--- src/rtl/sram_rd_ctrl.sv ---
module sram_rd_ctrl #(
  parameter int AW    = 8,
  parameter int DW    = 16,
  parameter int T_AA  = 3,
  parameter int T_ACS = 4,
  parameter int T_OE  = 2,
  parameter int T_OZ  = 2
) (
  input  logic          clk,
  input  logic          rst_n,
  input  logic          req_valid,
  input  logic [AW-1:0] req_addr,
  output logic          req_ready,
  output logic          rd_valid,
  output logic [DW-1:0] rd_data,
  output logic [AW-1:0] sram_addr,
  output logic          sram_cs_n,
  output logic          sram_oe_n,
  output logic          sram_we_n,
  input  logic [DW-1:0] sram_dq
);

  localparam int W_AC = (T_AA > T_ACS) ? T_AA : T_ACS;
  localparam int W    = (W_AC > T_OE) ? W_AC : T_OE;
  localparam int CMAX = (W > T_OZ) ? W : T_OZ;
  localparam int CW   = $clog2(CMAX + 1);
  localparam logic [CW-1:0] W_C  = CW'(W);
  localparam logic [CW-1:0] OZ_C = CW'(T_OZ);

  typedef enum logic [1:0] {IDLE, ACC, TURN} st_t;

  st_t           state;
  logic [CW-1:0] cnt;
  logic [AW-1:0] addr_q;
  logic [DW-1:0] data_q;
  logic          valid_q;

  assign req_ready = (state == IDLE);
  assign sram_cs_n = (state != ACC);
  assign sram_oe_n = (state != ACC);
  assign sram_we_n = 1'b1;
  assign sram_addr = addr_q;
  assign rd_data   = data_q;
  assign rd_valid  = valid_q;

  always_ff @(posedge clk or negedge rst_n) begin
    if (!rst_n) begin
      state   <= IDLE;
      cnt     <= '0;
      addr_q  <= '0;
      data_q  <= '0;
      valid_q <= 1'b0;
    end else begin
      valid_q <= 1'b0;
      case (state)
        IDLE: if (req_valid) begin
          addr_q <= req_addr;
          cnt    <= CW'(1);
          state  <= ACC;
        end
        ACC: if (cnt == W_C) begin
          data_q  <= sram_dq;
          valid_q <= 1'b1;
          cnt     <= CW'(1);
          state   <= TURN;
        end else begin
          cnt <= cnt + CW'(1);
        end
        TURN: if (cnt == OZ_C) begin
          state <= IDLE;
        end else begin
          cnt <= cnt + CW'(1);
        end
        default: state <= IDLE;
      endcase
    end
  end

  logic [CW-1:0] low_run;
  always_ff @(posedge clk or negedge rst_n) begin
    if (!rst_n) low_run <= '0;
    else if (!sram_cs_n) low_run <= low_run + CW'(1);
    else low_run <= '0;
  end


  we_high_chk: assert property (@(posedge clk) disable iff (!rst_n) sram_we_n);


  accept_strobe_chk: assert property (@(posedge clk) disable iff (!rst_n)
    (req_valid && req_ready) |=> (!sram_cs_n && !sram_oe_n && sram_addr == $past(req_addr)));


  addr_stable_chk: assert property (@(posedge clk) disable iff (!rst_n)
    (!sram_cs_n && $past(!sram_cs_n)) |-> $stable(sram_addr));


  low_len_chk: assert property (@(posedge clk) disable iff (!rst_n)
    !sram_cs_n |-> (low_run < W_C));


  release_len_chk: assert property (@(posedge clk) disable iff (!rst_n)
    $rose(sram_cs_n) |-> ($past(low_run) == W_C - CW'(1)));


  single_pulse_chk: assert property (@(posedge clk) disable iff (!rst_n)
    rd_valid |=> !rd_valid);


  pulse_place_chk: assert property (@(posedge clk) disable iff (!rst_n)
    rd_valid |-> (sram_cs_n && $past(!sram_cs_n)));


  busy_ready_chk: assert property (@(posedge clk) disable iff (!rst_n)
    (!sram_cs_n || rd_valid) |-> !req_ready);

endmodule

--- config.mk ---
export PLATFORM = sky130hd
export DESIGN_NAME = sram_rd_ctrl
export DESIGN_NICKNAME = d
export VERILOG_FILES = /design/src/rtl/sram_rd_ctrl.sv
export SDC_FILE = /design/constraint.sdc
export NUM_CORES = 1
export LEC_CHECK = 0
export CAP_MARGIN = 10
export CORE_ASPECT_RATIO = 1.1
export CORE_MARGIN = 10
export CORE_UTILIZATION = 35
export DETAILED_ROUTE_END_ITERATION = 10
export PLACE_DENSITY = 0.7
export SETUP_SLACK_MARGIN = 0.02
export SLEW_MARGIN = 20
export SYNTH_ARGS = -nofsm -noshare
export SYNTH_HDL_FRONTEND = slang
export SYNTH_SLANG_ARGS = --single-unit
--- constraint.sdc ---
create_clock -name clk -period 2.3 [get_ports clk]
set_input_delay 0.575 -clock clk [delete_from_list [all_inputs] [get_ports clk]]
set_output_delay 0.575 -clock clk [all_outputs]
set_load 0.03 [all_outputs]
# Word level (Yosys, flattened, before mapping)
# Index checks and enable logic that the tools add are counted.
[totals] regBits=30 input_bits=27 output_inout_bits=29 elab_cells=31
[classes] n_mux=10 eq_ne=9 reduce_logical=6 addsub=1
[ops] op="$mux 3" count=3
[ops] op="$pmux 3 s3" count=1
[ops] op="$ne 2x2->1 const B" count=4
[ops] op="$mux 2" count=3
[ops] op="$pmux 2 s3" count=1
[ops] op="$reduce_and 3->1" count=2
[ops] op="$reduce_and 2->1" count=2
[ops] op="$add 3x1->3 const B" count=1
[ops] op="$eq 3x2->1 const B" count=1
[ops] op="$eq 3x3->1 const B" count=1
[ops] op="$reduce_bool 3->1" count=1
[ops] op="$eq 2x1->1 const B" count=1
[ops] op="$eq 2x2->1 const B" count=1
[ops] op="$logic_not 2->1" count=1
[ops] op="$mux 1" count=2
[ops] op="$ne 2x1->1 const B" count=1

# Depth between registers and ports, before layout
# Gate-level depths: netlist of run 1.
[depth] depth_word=3 depth_mapped=7 depth_no_buf=6

# Least setup slack after synthesis of run 1
# Ideal clock, no wire load.
[synth_timing] kind="register to register" startpoint="register state[0]" endpoint="register state[0]" setup_time_ns=0.125 required_time_ns=2.175 period_less_slack_ns=1.725 arrival_time_ns=1.600 path_buffers=0 slack_ns=0.575 stages_incl_launch_ff=7 path_cell_list="dfrtp_1 inv_1 ha_1 nor2b_1 a21oi_1 nor2b_1 mux2_2"
[synth_between] elab_chain_cells=3 elab_cells_between_ends=8 classes_between="eq/ne (5); mux (1); reduce/logical (2)"
[synth_lines] item="from (decl)" line="32" source="st_t state;"
[synth_lines] item="from (signal assigned)" line="48" source="state <= IDLE;"
[synth_lines] item="from (signal assigned)" line="59" source="state <= ACC;"
[synth_lines] item="from (signal assigned)" line="65" source="state <= TURN;"
[synth_lines] item="$logic_not 2->1 (*)"
[synth_lines] item="net req_ready" line="13" source="output logic req_ready,"
[synth_lines] item="$ne 2x2->1 (no line)"
[synth_lines] item="$reduce_and 3->1 (no line)"
# The timed path passes the listed nets; every way through them passes the cells marked *.
# A chain may end at the register's enable or synchronous reset.

# Worst setup path in the final report of run 1
[layout_timing] startpoint="register state[1]" endpoint="output sram_cs_n"
[layout_between] elab_chain_cells=1
[layout_lines] item="$ne 2x1->1" line="39" source="assign sram_cs_n = (state != ACC);"
[layout_lines] item="to (decl)" line="17" source="output logic sram_cs_n,"
# No other way between the ends.

==> results of run 1 <==
==> synth_stat cells <==
master / n / share of area (%)
sky130_fd_sc_hd__a21boi_0: 1 / 0.57
sky130_fd_sc_hd__a21oi_1: 3 / 1.1
sky130_fd_sc_hd__a22o_1: 1 / 0.67
sky130_fd_sc_hd__a311o_1: 1 / 0.76
sky130_fd_sc_hd__a31o_1: 1 / 0.67
sky130_fd_sc_hd__a31oi_1: 1 / 0.48
sky130_fd_sc_hd__buf_4: 2 / 1.1
sky130_fd_sc_hd__buf_6: 1 / 0.86
sky130_fd_sc_hd__conb_1: 1 / 0.28
sky130_fd_sc_hd__dfrtp_1: 30 / 57
sky130_fd_sc_hd__ha_1: 8 / 7.6
sky130_fd_sc_hd__inv_1: 6 / 1.7
sky130_fd_sc_hd__inv_2: 1 / 0.28
sky130_fd_sc_hd__mux2_2: 24 / 21
sky130_fd_sc_hd__mux2_4: 1 / 1.1
sky130_fd_sc_hd__nand2_1: 1 / 0.28
sky130_fd_sc_hd__nand2b_1: 1 / 0.48
sky130_fd_sc_hd__nand3_2: 1 / 0.76
sky130_fd_sc_hd__nor2_1: 2 / 0.57
sky130_fd_sc_hd__nor2b_1: 2 / 0.95
sky130_fd_sc_hd__nor3_1: 1 / 0.38
sky130_fd_sc_hd__o21ai_0: 3 / 1.1
sky130_fd_sc_hd__o31ai_1: 1 / 0.57
==> routing by layer <==
metal  global-route usage (%)  routed length [um]  up-vias
met5                        0                   0        -
met4                    6.362                  77        0
met3                    2.772                 173        8
met2                    18.41                1823       23
met1                    9.700                1132      463
li1                         -                   -      436
==> flip-flops by register name, indices dropped and copies added, names as in the netlist <==
signal,flops
state,2
rd_data,16
sram_addr,8
rd_valid,1
cnt,3
==> power groups by stage <==
stage                     registers, mW  clock network (mW)  logic [mW]
after floorplan                    1.34                   0       0.502
after global placement            0.899                   0        1.57
after detailed placement          0.917                   0        1.60
after CTS                         0.908               0.446        1.59
final                             0.906               0.427        1.56
after global routing              0.941               0.466        1.66
==> through the flow <==
stage	std cells	utilization, %	cell area, um2	worst slack (ns)	hold slack, ns
final	204	54.93	1992	0.2146	0.5020
after global routing	204	54.93	1992	0.1336	0.5179
after CTS	204	54.87	1989	0.03394	0.5063
after detailed placement	196	52.42	1901	0.2164	0.4915
after global placement	196	52.42	1901	0.2971	0.4857
after floorplan	94	-	1316	0.5751	0.2794
==> what timing repair did <==
action	in CTS	in global routing
endpoints found under the setup margin	2	1
gates resized for setup	2	1
gates cloned	0	0
==> kinds of logic (layout without fill, tap and decap cells) <==
logic type | Yosys count | count (layout) | synth area share (%)
compound gates | 12 | 12 | 5.989
fa+ha+maj | 8 | 8 | 7.605
buf+inv | 10 | 70 | 3.992
flops | 30 | 30 | 57.03
mux | 25 | 25 | 21.67
other cells | 1 | 1 | 0.2849
simple gates | 8 | 8 | 3.422
==> layout make-up <==
type,instances,area (um2),area share [%]
clock inverters,1,5.005,0.2513
well taps,50,62.56,3.141
multi-input cells,54,513.0,25.75
inverters,7,26.28,1.319
clock buffers,7,86.33,4.334
flip-flops and latches,30,750.7,37.69
repair buffers,55,548.0,27.51
==> worst min path at each step <==
stage                 startpoint            to  slack (ns)  depth (start not counted)
finish              sram_addr[7]  sram_addr[7]        0.50                          1
global route        sram_addr[5]  sram_addr[5]        0.52                          1
CTS                 sram_addr[7]  sram_addr[7]        0.51                          1
detailed placement  sram_addr[7]  sram_addr[7]        0.49                          1
global placement    sram_addr[1]  sram_addr[1]        0.49                          1
floorplan                  rst_n        cnt[0]        0.28                          0
==> flow_metrics.env, run 1 <==
export IMPL_detail_route_antenna_nets=0
export IMPL_post_synth_instance_area_mm2=0.001316
export IMPL_drtPass1Iterations=2
export IMPL_core_area_mm2=0.003626
export IMPL_overflow=0
export IMPL_setup_violations_final=0
export IMPL_setup_reg_to_reg_worst_slack_ns=0.55
export IMPL_ir_drop_worst_case_vdd_uv=502.0
export IMPL_clockBufferDepth=2
export IMPL_crit_path_top_delay_cell="sky130_fd_sc_hd__dfrtp_1"
export IMPL_synthesis_instances=94
export IMPL_drc_markers=0
export IMPL_final_setup_tns_ns=0
export IMPL_diodes=0
export IMPL_min_delay_path_class="register to register"
export IMPL_die_area_mm2=0.006617
export IMPL_arrival_ns=1.51
export IMPL_htreeDepth=2
export IMPL_syn_to_final_growth_pct=51.33
export IMPL_via_count=930
export IMPL_total_design_power_mw=2.891
export IMPL_power_frac_clock_pct=14.8
export IMPL_number_of_global_route_vias_before_repair=1125
export IMPL_clock_fmax_mhz=479.5
export IMPL_worst_r2r_startpoint="state[0]"
export IMPL_power_switching_mw=1.168
export IMPL_power_internal_mw=1.723
export IMPL_antenna_found_initial=0
export IMPL_kind_of_cell_adding_the_most_delay_to_the_critical_path="buffers and inverters"
export IMPL_seq_power_share_pct=31.3
export IMPL_drive_above_1_share_pct=22.73
export IMPL_ys_seq_area_share_pct=57.03
export IMPL_grt_max_degree=31
export IMPL_grt_pass1_wl_um=5319
export IMPL_yosys_warnings=0
export IMPL_dieHeight_um=84.32
export IMPL_netlist_cell_type_count=23
export IMPL_maxSlewViolCount=0
export IMPL_total_setup_buffers_inserted_after_cts=0
export IMPL_cp_startpoint="state[1]"
export IMPL_cts_clk_slew_worst_paths_ns=0.06
export IMPL_timing_clock_skew_ns=0.003652
export IMPL_post_route_min_period_ns=2.085
export IMPL_place_congestion=0.7952
export IMPL_tritoncts_clock_tree="yes"
export IMPL_numCtsBuffers=5
export IMPL_avgSynthCellArea_um2=14.00
export IMPL_critPathCapture="sram_cs_n"
export IMPL_finalHoldViolCount=0
export IMPL_via_per_inst=4.559
export IMPL_cts_sinks=30
export IMPL_hold_buffers=0
export IMPL_comb_power_share_pct=53.9
export IMPL_mostFrequentLayoutCell="sky130_fd_sc_hd__clkdlybuf4s50_1"
export IMPL_ys_ff_latch=30
export IMPL_layout_cells_most_common_list="sky130_fd_sc_hd__clkdlybuf4s50_1, sky130_fd_sc_hd__dfrtp_1, sky130_fd_sc_hd__mux2_2, sky130_fd_sc_hd__ha_1"
export IMPL_cells_along_the_critical_path="inv_1 > ha_1 > inv_1 > dlygate4sd2_1"
export IMPL_crit_top_cell="sky130_fd_sc_hd__inv_1"
export IMPL_max_stage_delay_ns=0.40
export IMPL_place_port_buffers=54
export IMPL_timing_critical_path_buf_inv=3
export IMPL_cp_max_fanout=4
export IMPL_worstSetupStartpointType="register"
export IMPL_starting_density_pct=36.30
export IMPL_pin_count=56
export IMPL_run_status="finished clean"
export IMPL_synth_nets=129
export IMPL_crit_path_end_kind="output port"
export IMPL_reg2regPathDepth=6
export IMPL_fill_cell_instance_count_of_the_final_layout=342
export IMPL_clock_latency_ns=0.28
export IMPL_postRouteWirelength_um=3207
export IMPL_swShare_pct=40.39
export IMPL_wl_per_cell_um=15.72
export IMPL_global_route_usage_total_pct=10.10
export IMPL_critical_path_cell_count=4
export IMPL_criticalPathCategory="register to output port"
export IMPL_power_density_mw_per_mm2=1451
export IMPL_post_detail_place_hpwl_um=2559
export IMPL_clock_root_buffer="sky130_fd_sc_hd__clkbuf_8"
export IMPL_dr_first_iter_drc_count=57
export IMPL_maxCapViolations=0
export IMPL_die_x_um=78.47
export IMPL_power_leakage_nw=0.8749
export IMPL_layout_nets=188
export IMPL_worstPathRequired_ns=1.73
export IMPL_regToRegEndpoint="state[0]"
export IMPL_grt_setup_unrepaired="false"
export IMPL_post_route_period_util_pct=90.67
export IMPL_core_rowCount=23
Power figures use the tool's default switching activity.
==> run 2, diff against run 1 <==
Settings changed: CAP_MARGIN 10 to 20, SKIP_LAST_GASP set to 1.
==> results of run 2 <==
Final layout, timing and power as in run 1 (identical DEF).
==> run 3, diff against run 2 <==
Clock period 2.3 ns to 2 ns, I/O delays scaled along.
==> run 3 against run 2 <==
Effect of this change:
- first-iteration DRC count decreased by 19%
- worst setup slack got worse by 0.12 ns
- utilization grew 0.41 points
- non-clock buffer count rose by 1
- power grew 19%
- die area is the same
- critical path type unchanged
- critical endpoint is now req_ready
==> flow_metrics.env, run 3 (synthesis results as in run 1) <==
export IMPL_fill_cell_instance_count_of_the_final_layout=347
export IMPL_sequential_cell_area_um2=750.7
export IMPL_min_delay_path_class="register to register"
export IMPL_clock_latency_ns=0.28
export IMPL_starting_density_pct=36.30
export IMPL_antenna_found_initial=0
export IMPL_minimum_setup_slack_in_the_final_design_ns=0.09203
export IMPL_total_design_power_mw=3.429
export IMPL_clockBufferDepth=2
export IMPL_core_rowCount=23
export IMPL_maxCapViolations=0
export IMPL_tritoncts_clock_tree="yes"
export IMPL_hold_buffers=0
export IMPL_pre_cts_slack_ns=0.03070
export IMPL_drtPass1Iterations=4
export IMPL_wl_per_cell_um=16.50
export IMPL_final_setup_tns_ns=0
export IMPL_arrival_ns=1.41
export IMPL_run_status="finished clean"
export IMPL_dieHeight_um=84.32
export IMPL_diodes=0
export IMPL_dpl_instance_area_mm2=0.001908
export IMPL_number_of_global_route_vias_before_repair=1100
export IMPL_post_route_util_pct=55.35
export IMPL_drc_markers=0
export IMPL_cts_clk_slew_worst_paths_ns=0.06
export IMPL_htreeDepth=2
export IMPL_criticalPathCategory="register to output port"
export IMPL_place_port_buffers=54
export IMPL_timing_clock_skew_ns=0.006344
export IMPL_die_x_um=78.47
export IMPL_core_area_mm2=0.003626
export IMPL_pin_count=56
export IMPL_via_count=928
export IMPL_die_area_mm2=0.006617
export IMPL_total_setup_buffers_inserted_after_cts=0
export IMPL_via_per_inst=4.527
export IMPL_final_design_area_no_fill_mm2=0.002007
export IMPL_setup_violations_final=0
export IMPL_post_route_min_period_ns=1.908
export IMPL_clock_root_buffer="sky130_fd_sc_hd__clkbuf_8"
export IMPL_place_inst=197
export IMPL_syn_to_final_growth_pct=52.47
export IMPL_mostFrequentLayoutCell="sky130_fd_sc_hd__clkdlybuf4s50_1"
export IMPL_cts_sinks=30
export IMPL_largest_reg_flops=16
export IMPL_final_hold_worst_slack_ns=0.4991
export IMPL_crit_path_end_kind="output port"
export IMPL_maxSlewViolCount=0
export IMPL_place_congestion=0.8250
export IMPL_layout_cells_most_common_list="sky130_fd_sc_hd__clkdlybuf4s50_1, sky130_fd_sc_hd__dfrtp_1, sky130_fd_sc_hd__mux2_2, sky130_fd_sc_hd__ha_1, sky130_fd_sc_hd__clkbuf_8"
export IMPL_clock_fmax_mhz=524.1
export IMPL_numCtsBuffers=5
export IMPL_dr_first_iter_drc_count=46
export IMPL_worstSetupStartpointType="register"
export IMPL_ir_drop_worst_case_vdd_uv=593.2
export IMPL_grt_max_degree=31
export IMPL_drive_above_1_share_pct=25.16
export IMPL_grt_setup_unrepaired="false"
export IMPL_postRouteWirelength_um=3383
export IMPL_stdcell_count=205
export IMPL_layout_nets=189
export IMPL_overflow=0
export IMPL_power_density_mw_per_mm2=1709
export IMPL_finalHoldViolCount=0
export IMPL_post_route_period_util_pct=95.40
export IMPL_global_route_usage_total_pct=10.64
export IMPL_power_leakage_nw=0.8792
export IMPL_multi_input_comb_area_um2=513.0
export IMPL_post_detail_place_hpwl_um=2628
export IMPL_cp_max_fanout=4
export IMPL_detail_route_antenna_nets=0
export IMPL_grt_pass1_wl_um=5485
export IMPL_worstPathRequired_ns=1.50
==> run 3: cell count changes in the layout (fill, tap and decap cells not counted) <==
| cell | before | now |
|---|---|---|
| sky130_fd_sc_hd__dlymetal6s2s_1 | 1 | 0 |
| sky130_fd_sc_hd__dlygate4sd2_1 | 2 | 1 |
| sky130_fd_sc_hd__clkinv_2 | 1 | 0 |
| sky130_fd_sc_hd__clkbuf_8 | 6 | 8 |
| sky130_fd_sc_hd__buf_4 | 1 | 2 |
| sky130_fd_sc_hd__clkbuf_2 | 0 | 2 |
| sky130_fd_sc_hd__clkbuf_1 | 1 | 0 |
==> run 3: cell type report <==
type / instances / share of cell area [%]
flip-flops and latches: 30 / 37.41
repair buffers: 56 / 27.12
multi-input cells: 54 / 25.56
clock buffers: 8 / 5.486
well taps: 50 / 3.117
inverters: 7 / 1.309
==> run 3: final timing paths <==
path                               from      endpoint  slack, ns  cells past startpoint
hold reg to reg            sram_addr[5]  sram_addr[5]       0.50                      1
setup / recovery               state[1]     req_ready       0.09                      3
hold / removal             sram_addr[5]  sram_addr[5]       0.50                      1
setup reg to reg               state[1]        cnt[2]       0.22                      7
min in group asynchronous         rst_n    rd_data[5]       0.61                      2
max in group asynchronous         rst_n   rd_data[11]       1.11                      2
==> run 3: timing repair <==
| item | in CTS | in global routing |
|---|---|---|
| hold endpoints to repair | 0 | 0 |
| gates resized for setup | 3 | 4 |
| endpoints found under the setup margin | 3 | 2 |
==> run 3: report_power, final <==
part / internal [mW] / leakage (nW) / switching (mW) / total [mW]
registers: 0.891 / 0.358 / 0.148 / 1.04
logic: 0.817 / 0.464 / 1.00 / 1.82
clock network: 0.347 / 0.0575 / 0.223 / 0.570
==> run 3: critical path, cell delays in order (launching register included) <==
cell                            delay, ns
sky130_fd_sc_hd__dfrtp_1             0.42
sky130_fd_sc_hd__inv_1               0.12
sky130_fd_sc_hd__ha_1                0.19
sky130_fd_sc_hd__dlygate4sd2_1       0.40
==> run 3: metal layers <==
layer  routed length (um)  global-route usage [%]  vias to the layer above
li1                     -                       -                      440
met1                 1132                   10.07                      456
met2                 1992                   19.84                       25
met3                  182                   3.092                        7
met4                   76                   5.873                        0
met5                    0                       0                        -
